==> src/rtl/ldst_split_pkg.sv <==
package ldst_split_pkg;
    typedef enum logic [1:0] {
        SP_IDLE,
        SP_WAIT,
        SP_DONE
    } sp_state_e;
endpackage

==> src/rtl/ldst_lane_split.sv <==
module ldst_lane_split #(
    parameter int ADDR_W     = 48,
    parameter int DATA_W     = 64,
    parameter int LINE_BYTES = 16,
    localparam int OFF_W     = $clog2(LINE_BYTES),
    localparam int LINE_W    = ADDR_W - OFF_W,
    localparam int LANE_W    = LINE_BYTES * 8,
    localparam int LEN_W     = OFF_W + 1
) (
    input  logic [ADDR_W-1:0]                 addr_i,
    input  logic [LEN_W-1:0]                  len_i,
    input  logic [DATA_W-1:0]                 wdata_i,
    output logic [1:0][LINE_W-1:0]            line_o,
    output logic [1:0][LINE_BYTES-1:0]        be_o,
    output logic [1:0][LANE_W-1:0]            wdata_o
);
    logic [OFF_W-1:0]          off;
    logic [LINE_W-1:0]         near_line;
    logic [LINE_W-1:0]         far_line;
    logic [LINE_BYTES-1:0]     base_mask;
    logic [2*LINE_BYTES-1:0]   span_mask;
    logic [2*LANE_W-1:0]       span_data;

    assign off       = addr_i[OFF_W-1:0];
    assign near_line = addr_i[ADDR_W-1:OFF_W];
    assign far_line  = near_line + 1'b1;

    // Contiguous run of n ones, n clamped to one full line
    always_comb begin
        for (int i = 0; i < LINE_BYTES; i++) begin
            base_mask[i] = (int'(len_i) > i);
        end
    end

    assign span_mask = {{LINE_BYTES{1'b0}}, base_mask} << off;
    assign span_data = {{(2*LANE_W-DATA_W){1'b0}}, wdata_i} << {off, 3'b000};

    // The port whose parity matches the near line gets the low half
    for (genvar p = 0; p < 2; p++) begin : g_port
        logic takes_near;
        assign takes_near = (near_line[0] == 1'(p));
        assign line_o[p]  = takes_near ? near_line : far_line;
        assign be_o[p]    = takes_near ? span_mask[LINE_BYTES-1:0]
                                       : span_mask[2*LINE_BYTES-1:LINE_BYTES];
        assign wdata_o[p] = takes_near ? span_data[LANE_W-1:0]
                                       : span_data[2*LANE_W-1:LANE_W];
    end
endmodule

==> src/rtl/ldst_load_gather.sv <==
module ldst_load_gather #(
    parameter int DATA_W     = 64,
    parameter int LINE_BYTES = 16,
    localparam int OFF_W     = $clog2(LINE_BYTES),
    localparam int LANE_W    = LINE_BYTES * 8,
    localparam int DATA_B    = DATA_W / 8
) (
    input  logic [OFF_W-1:0]  off_i,
    input  logic [LANE_W-1:0] near_i,
    input  logic [LANE_W-1:0] far_i,
    output logic [DATA_W-1:0] data_o
);
    logic [2*LANE_W-1:0] span;
    assign span = {far_i, near_i};

    always_comb begin
        data_o = '0;
        for (int k = 0; k < DATA_B; k++) begin
            if (int'(off_i) + k < 2*LINE_BYTES) begin
                data_o[k*8 +: 8] = span[(int'(off_i) + k)*8 +: 8];
            end
        end
    end
endmodule

==> src/rtl/ldst_split.sv <==
module ldst_split
    import ldst_split_pkg::*;
#(
    parameter int ADDR_W     = 48,
    parameter int DATA_W     = 64,
    parameter int LINE_BYTES = 16,
    localparam int OFF_W     = $clog2(LINE_BYTES),
    localparam int LINE_W    = ADDR_W - OFF_W,
    localparam int LANE_W    = LINE_BYTES * 8,
    localparam int LEN_W     = OFF_W + 1
) (
    input  logic                          clk,
    input  logic                          rst_n,
    input  logic                          req_ld,
    input  logic                          req_st,
    input  logic [ADDR_W-1:0]             req_addr,
    input  logic [LEN_W-1:0]              req_len,
    input  logic [DATA_W-1:0]             req_wdata,
    output logic                          req_busy,
    output logic                          ld_valid,
    output logic [DATA_W-1:0]             ld_rdata,
    output logic [1:0]                    port_valid,
    output logic [1:0]                    port_ld,
    output logic [1:0]                    port_st,
    output logic [1:0][LINE_W-1:0]        port_line,
    output logic [1:0][LINE_BYTES-1:0]    port_be,
    output logic [1:0][LANE_W-1:0]        port_wdata,
    input  logic [1:0]                    port_done,
    input  logic [1:0][LANE_W-1:0]        port_rdata
);
    sp_state_e              state_q, state_d;
    logic [ADDR_W-1:0]      addr_q;
    logic [LEN_W-1:0]       len_q;
    logic [DATA_W-1:0]      wdata_q;
    logic                   op_ld_q, op_st_q;
    logic [1:0]             got_q;
    logic [1:0][LANE_W-1:0] rbuf_q;
    logic [1:0]             active;
    logic                   accept;
    logic                   all_done;
    logic                   near_sel;
    logic [DATA_W-1:0]      gathered;

    ldst_lane_split #(
        .ADDR_W(ADDR_W), .DATA_W(DATA_W), .LINE_BYTES(LINE_BYTES)
    ) u_split (
        .addr_i  (addr_q),
        .len_i   (len_q),
        .wdata_i (wdata_q),
        .line_o  (port_line),
        .be_o    (port_be),
        .wdata_o (port_wdata)
    );

    assign near_sel = addr_q[OFF_W];

    ldst_load_gather #(
        .DATA_W(DATA_W), .LINE_BYTES(LINE_BYTES)
    ) u_gather (
        .off_i  (addr_q[OFF_W-1:0]),
        .near_i (rbuf_q[near_sel]),
        .far_i  (rbuf_q[~near_sel]),
        .data_o (gathered)
    );

    assign active   = {|port_be[1], |port_be[0]};
    assign accept   = (state_q == SP_IDLE) && (req_ld || req_st);
    assign all_done = &(~active | got_q | (port_done & port_valid));

    // Next state
    always_comb begin
        state_d = state_q;
        unique case (state_q)
            SP_IDLE: if (accept)   state_d = SP_WAIT;
            SP_WAIT: if (all_done) state_d = SP_DONE;
            SP_DONE:               state_d = SP_IDLE;
            default:               state_d = SP_IDLE;
        endcase
    end

    // State register
    always_ff @(posedge clk) begin
        if (!rst_n) state_q <= SP_IDLE;
        else        state_q <= state_d;
    end

    // Request capture and per-port completion
    always_ff @(posedge clk) begin
        if (!rst_n) begin
            addr_q  <= '0;
            len_q   <= '0;
            wdata_q <= '0;
            op_ld_q <= 1'b0;
            op_st_q <= 1'b0;
            got_q   <= '0;
            rbuf_q  <= '0;
        end else if (accept) begin
            addr_q  <= req_addr;
            len_q   <= req_len;
            wdata_q <= req_wdata;
            op_ld_q <= req_ld;
            op_st_q <= req_st;
            got_q   <= '0;
            rbuf_q  <= '0;
        end else if (state_q == SP_WAIT) begin
            for (int p = 0; p < 2; p++) begin
                if (port_valid[p] && port_done[p]) begin
                    got_q[p]  <= 1'b1;
                    rbuf_q[p] <= port_rdata[p];
                end
            end
        end
    end

    // Outputs
    always_comb begin
        req_busy   = 1'b0;
        ld_valid   = 1'b0;
        port_valid = '0;
        unique case (state_q)
            SP_IDLE: ;
            SP_WAIT: begin
                req_busy   = 1'b1;
                port_valid = active & ~got_q;
            end
            SP_DONE: begin
                req_busy = 1'b1;
                ld_valid = op_ld_q;
            end
            default: ;
        endcase
        port_ld  = port_valid & {2{op_ld_q}};
        port_st  = port_valid & {2{op_st_q}};
        ld_rdata = ld_valid ? gathered : '0;
    end

    for (genvar p = 0; p < 2; p++) begin : g_chk

        hold_until_done_chk: assert property (@(posedge clk) disable iff (!rst_n)
            port_valid[p] && !port_done[p] |=>
                port_valid[p] && $stable(port_line[p]) && $stable(port_be[p]));

        drop_after_done_chk: assert property (@(posedge clk) disable iff (!rst_n)
            port_valid[p] && port_done[p] |=> !port_valid[p]);

        no_empty_port_chk: assert property (@(posedge clk) disable iff (!rst_n)
            port_valid[p] |-> (port_be[p] != '0));

        valid_in_busy_chk: assert property (@(posedge clk) disable iff (!rst_n)
            port_valid[p] |-> req_busy);
    end


    ld_pulse_chk: assert property (@(posedge clk) disable iff (!rst_n)
        ld_valid |=> !ld_valid);

    busy_after_accept_chk: assert property (@(posedge clk) disable iff (!rst_n)
        (req_ld || req_st) && !req_busy |=> req_busy);

    ld_inside_busy_chk: assert property (@(posedge clk) disable iff (!rst_n)
        ld_valid |-> req_busy && !port_valid[0] && !port_valid[1]);
endmodule

==> config.mk <==
export PLATFORM = sky130hd
export DESIGN_NAME = ldst_split
export DESIGN_NICKNAME = d
export VERILOG_FILES = /design/src/rtl/ldst_split_pkg.sv /design/src/rtl/ldst_lane_split.sv /design/src/rtl/ldst_load_gather.sv /design/src/rtl/ldst_split.sv
export SDC_FILE = /design/constraint.sdc
export NUM_CORES = 2
export LEC_CHECK = 0
export ABC_AREA = 1
export BUFFER_PORTS_ARGS = -buffer_cell sky130_fd_sc_hd__buf_2
export CAP_MARGIN = 20
export CORE_AREA = 2 2 321 323
export CTS_CLUSTER_SIZE = 14
export DETAILED_ROUTE_END_ITERATION = 8
export DIE_AREA = 0 0 323 325
export HOLD_SLACK_MARGIN = 0.1
export PLACE_DENSITY = 0.5
export SLEW_MARGIN = 0
export SYNTH_ARGS = -nofsm -noshare
export SYNTH_HDL_FRONTEND = slang
export SYNTH_SLANG_ARGS = --single-unit
export TNS_END_PERCENT = 5
==> constraint.sdc <==
create_clock -name clk -period 3.1 [get_ports clk]
set_clock_uncertainty 0.15 [all_clocks]
set_input_delay 0.155 -clock clk [delete_from_list [all_inputs] [get_ports clk]]
set_output_delay 0.155 -clock clk [all_outputs]
set_load 0.02 [all_outputs]
-- Word level (Yosys, flattened, before mapping)
Cells that the tools add are included.
- shift-type cells: 10
- bitwise gates (word level): 10
- equality and inequality tests: 4
- $lt $le $gt $ge: 26
- add/sub/neg operators: 8
- multiplexer cells: 25
- reductions and logical operators: 13
- operators by type and width (kind ; count):
    $shiftx A256 B32 Y8 ; 7
    $mux W128 ; 6
    $shiftx A256 B8 Y8 ; 1
    $shl A64 B7 Y256 ; 1
    $lt A32 B7 Y1 const B ; 7
    $mux W44 ; 2
    $mux W64 ; 1
    $mux W8 ; 8
    $add A44 B1 Y44 const B ; 1
    $gt A5 B4 Y1 const B ; 8
    $mux W16 ; 2
    $reduce_or A16 Y1 ; 2
    $shl A16 B4 Y32 ; 1
    $add A4 B3 Y5 const B ; 4
    $gt A5 B3 Y1 const B ; 4
    $add A4 B2 Y5 const B ; 2
    $gt A5 B1 Y1 const B ; 2
    $gt A5 B2 Y1 const B ; 2
    $and A2 B2 Y2 ; 4
    $reduce_and A2 Y1 ; 4
    $lt A4 B6 Y1 const B ; 1
    $mux W2 ; 3
    $add A4 B1 Y5 const B ; 1
    $lt A1 B2 Y1 const B ; 2
    12 further kinds ; 20
- output and inout port bits: 448
- logic and storage cells: 106
- bits in registers: 379
- bits of input ports: 379

-- Depth between registers and ports, before layout
- depth after elaboration: 11
- mapped depth: 24
- mapped depth without buffers: 21

-- Modules after synthesis
A second synthesis with hierarchy kept.
- cell total of the unflattened synthesis: 5783
- area total of the unflattened synthesis: 31245.0 µm²
- modules (own cells, without submodules) (module ; seq. area each (µm²) ; area each (µm²) ; times used ; cells each):
    ldst_split ; 7587.3 ; 16893.7 ; 1 ; 2535
    ldst_lane_split ; 0.0 ; 8304.2 ; 1 ; 1881
    ldst_load_gather ; 0.0 ; 6047.0 ; 1 ; 1367

-- Least setup slack after synthesis
Ideal clock, no wire load.
- kind: register to output
- start: register addr_q[4]
- end: output port port_line[41] (netlist name)
- arrival: 2.526 ns
- buffers on the path: 2
- path slack: 0.269 ns
- cell stages (with the launch flop): 19
- required time: 2.795 ns
- cell sequence: dfxtp_1 buf_4 buf_6 nand3_4 inv_2 nand2_1 nor2_1 and3_1 nand2_1 nor2_2 nand4_1 nor2_2 nand2_1 nor2_1 nand2_1 nor2_2 nand3_2 nor2_1 xor2_1
- RTL lines (item ; line ; source):
    start: declaration ; ldst_split.sv:32 ; logic [ADDR_W-1:0] addr_q;
    start signal: assignment ; ldst_split.sv:98 ; addr_q <= req_addr;
    end: declaration ; ldst_split.sv:25 ; output logic [1:0][LINE_W-1:0] port_line,

-- Worst setup path in the final report
- start: register addr_q[4]
- end: output port ld_rdata[25]
- word-level cells in the longest chain between the ends: 5
- elaborated cells between the ends (all ways): 7
- those cells by class: 1 x shift; 6 x mux
- RTL lines (item ; line ; source):
    $mux W128, on equally long branches (2 in a row) ; ldst_split.sv:61, ldst_split.sv:62 ;
    $shiftx A256 B32 Y8 * ; ldst_load_gather.sv:20 ; data_o[k*8 +: 8] = span[(int'(off_i) + k)*8 +: 8];
    $mux W8 * ; ldst_load_gather.sv:19 ; if (int'(off_i) + k < 2*LINE_BYTES) begin
    $mux W64 * ; ldst_split.sv:134 ; ld_rdata = ld_valid ? gathered : '0;
    end: declaration ; ldst_split.sv:21 ; output logic [DATA_W-1:0] ld_rdata,
Every way passes the cells marked *; elsewhere a longest branch is shown, timed or not. The select of a mux whose other input is x is not followed.

==> out/qor.txt <==
clock power share = 13.4%
synth unique cells = 47
CTS root buf = clkbuf_16
Internal Power = 0.0210 W
number of synthesized flops with an enable pin = 0
dpl cells = 7,520
Gate power share = 71.3%
WL final = 180,000 um
first-iteration detailed-routing DRC count = 2,921
#FFs+latches synth = 379
DRC errors left = 0
clk slew on worst S/H paths = 0.07 ns
PD cells = 928 mW/mm2
Top delay family on crit path = buffers and inverters
count leader, synth = nand2_1
fin area = 0.0489 mm2
CTS tree = done
ANT nets after route = 0
number of port buffers = 824
Die ar. = 0.105 mm2
Psw = 0.0243 W
DR vias = 41,380
worst hold path stage count = 4
Multi-input gate area = 0.0210 mm2
max frequency = 277 MHz
WP buf/inv = 7
pin count of the biggest net entering global routing = 152
ys async rst share = 0%
Syn Area/Cell = 5.69 um2
layout cells sized above 1 = 28.7%
non-filler cells, final = 8,180
clk sink count = 379
worst setup margin = -0.516 ns
top_reg_cell synth = dfxtp_1
Startpoint Class = flop
# fillers = 10,638
Slew Viols, Final = 0
worst endpoint required time = 2.79 ns
initial antenna violation count = 5
Worst Setup Path Type = reg2out
DR vias/cell = 5.06
crit path DAT = 3.31 ns
Wirelength per Cell = 22.0 um
Synthesized Nets = 5,723
top post-synthesis cells by area = dfxtp_1 25%, nand2_1 16%, o21ai_0 14%, nor2_1 11%, inv_1 6.5%
leakage power = 23.4 nW
Worst-Margin Slew = 0.923 ns
Final setup viols = 420
GPL Wtd Cong = 0.961
flop2flop setup slack = -0.13 ns
register area = 0.00762 mm2
initial core utilization = 30.0%
DP Worst Slack = -0.364 ns
Area growth, synth to finish = 60.9%
synth warn = 0
I/O pins = 827
CTS H-Tree Depth = 2
worst flop-to-flop path startpoint = addr_q[4]
setup_tns = -54.49 ns
fin crit period = 3.62 ns
RSZ-0062 raised after global routing = true
Syn Inst Count = 5,339
gr usage total = 32.4%
via count of the first global-routing pass = 39,544
failing checks = setup timing
Pwr Total = 0.0453 W
Worst Min Path Start = port_rdata[47]
Clock Tree Buf Depth = 3
relative slew slack = 38.4%
outcome = finished with violations
Synth top cells by count = 1,265 x nand2_1, 856 x o21ai_0, 851 x nor2_1, 524 x inv_1, 379 x dfxtp_1
Die H = 325 um
Yosys top cell by area = dfxtp_1
r2r endpoint = rbuf_q[207]
crit-path most repeated cell = buf_4
share of the synthesized area in the top cell type = 25.0%
core region area = 0.101 mm2
number of max-cap violations = 0
GR Overflow Total = 0
nets = 7,155
R2R depth = 19
kind of end point of the critical path = output pin
Die W = 323 um
final period utilization = 117%
sequential share of the synthesized area = 25.0%
Clock Latency Late Sink = 0.61 ns
critical-path cell list = buf_4 -> buf_16 -> inv_16 -> bufbuf_16 -> buf_4 -> nand2_1 -> o21ai_4 -> o21ai_1 -> or2_2 -> o211ai_1 -> o211ai_1 -> a21oi_1 -> buf_4 -> buf_4
placed cell areas = 0.0383 mm2
Fin. Hold Viols = 0
Worst path slowest cell = dfxtp_4
CP peak stage delay = 0.37 ns
Post-Syn Area = 0.0304 mm2
DP HPWL = 132,000 um
Core Rows = 117
global-route wire length before repair = 255,000 um
sequential power share = 15.3%
Hold Path Sink = rbuf_q[47]
critical-path maximum fanout = 9
Switching Share = 53.7%
worst IR drop on VDD = 0.498 mV
CTS buffer count = 48
Tightest Hold Check Type = in2reg
Initial DRT Pass Iterations = 6
-- worst max path at each step --
stage | from | to | slack, ns | cells past startpoint
2_1_floorplan | addr_q[4] | port_line[41] | 0.27 | 18
3_3_place_gp | len_q[4] | rbuf_q[230] | -0.50 | 22
3_5_place_dp | len_q[4] | rbuf_q[221] | -0.36 | 22
4_1_cts | addr_q[4] | port_line[41] | -0.46 | 18
5_1_grt | addr_q[4] | port_line[41] | -0.63 | 18
6_report | addr_q[4] | ld_rdata[25] | -0.52 | 14
-- metal layers --
layer	share of wire [%]	vias to the layer above	global-route usage, %	wire length [um]
li1	-	20047	-	-
met1	38	19324	36.6	69300
met2	48	1569	56.7	86500
met3	5.3	438	3.93	9480
met4	8.2	2	22.2	14800
met5	0.0061	-	0	11
-- cell type report --
class	instances	share of cell area (%)
inverters	543	4.30
repair buffers	1842	30.2
flip-flops and latches	379	15.6
well taps	1368	3.50
clock inverters	25	0.620
diodes	3	0.0154
multi-input cells	3955	42.9
clock buffers	63	2.78
repair inverters	2	0.0640
-- worst reg2reg max path: cells and delay by family (launching register included) --
family | cells | cell delay [ns]
simple gates | 11 | 1.12
flops | 1 | 0.37
buf+inv | 8 | 1.51
-- flip-flops by register name, indices dropped and copies added (netlist names) --
| name | cells |
|---|---|
| op_st_q | 1 |
| len_q | 5 |
| op_ld_q | 1 |
| wdata_q | 64 |
| addr_q | 48 |
| state_q | 2 |
| got_q | 2 |
| rbuf_q | 256 |
-- cells by family (layout without fill, tap and decap cells) --
group,after synthesis,after routing,share of synthesized area [%]
flops,379,379,25.0
compound gates,1187,1187,20.9
other cells,2,5,0.0247
mux,177,177,5.83
xor+xnor,39,39,1.12
simple gates,2545,2545,33.7
fa+ha+maj,5,5,0.206
buf+inv,1005,2475,13.2
-- cells in the final DEF, fill, tap and decap left out, types with 21 or more instances in the layout --
cell type	count
buf_2	755
nor3_1	30
inv_2	31
buf_6	70
o211ai_1	103
buf_4	442
nand3_1	241
o21ai_0	599
o21ai_1	124
nand2_2	59
inv_1	501
or2_2	28
nand4_1	26
a21oi_1	133
o21ai_4	27
nand2_1	1193
nand3_2	50
clkbuf_16	55
xor2_1	27
dfxtp_1	367
nor2_2	29
buf_12	52
dlygate4sd3_1	480
o21ai_2	117
nor2_1	813
a21oi_2	21
mux2i_1	152
-- timing repair --
action / 4_1_cts / 5_1_grt
cloned: 17 / 6
hold endpoints to repair: 378 / 0
pin swaps: 55 / 90
gates resized for setup: 522 / 478
buffers inserted: 34 / 40
hold buffers: 480 / 0
endpoints found under the setup margin: 619 / 623
-- power by group through the flow --
stage          sequential (W)  clock, W  combinational, W
2_1_floorplan         0.00655         0            0.0157
3_3_place_gp          0.00692         0            0.0268
3_5_place_dp          0.00692         0            0.0269
4_1_cts               0.00687   0.00617            0.0300
5_1_grt               0.00701   0.00636            0.0345
6_report              0.00692   0.00608            0.0323
-- through the flow --
step | utilization (%) | hold slack (ns)
global route | 48.2 | 0.145
floorplan | - | 0.140
detailed placement | 37.8 | 0.232
global placement | 37.8 | 0.229
finish | 48.2 | 0.151
CTS | 46.3 | 0.113
(Power assumes the default switching activity.)
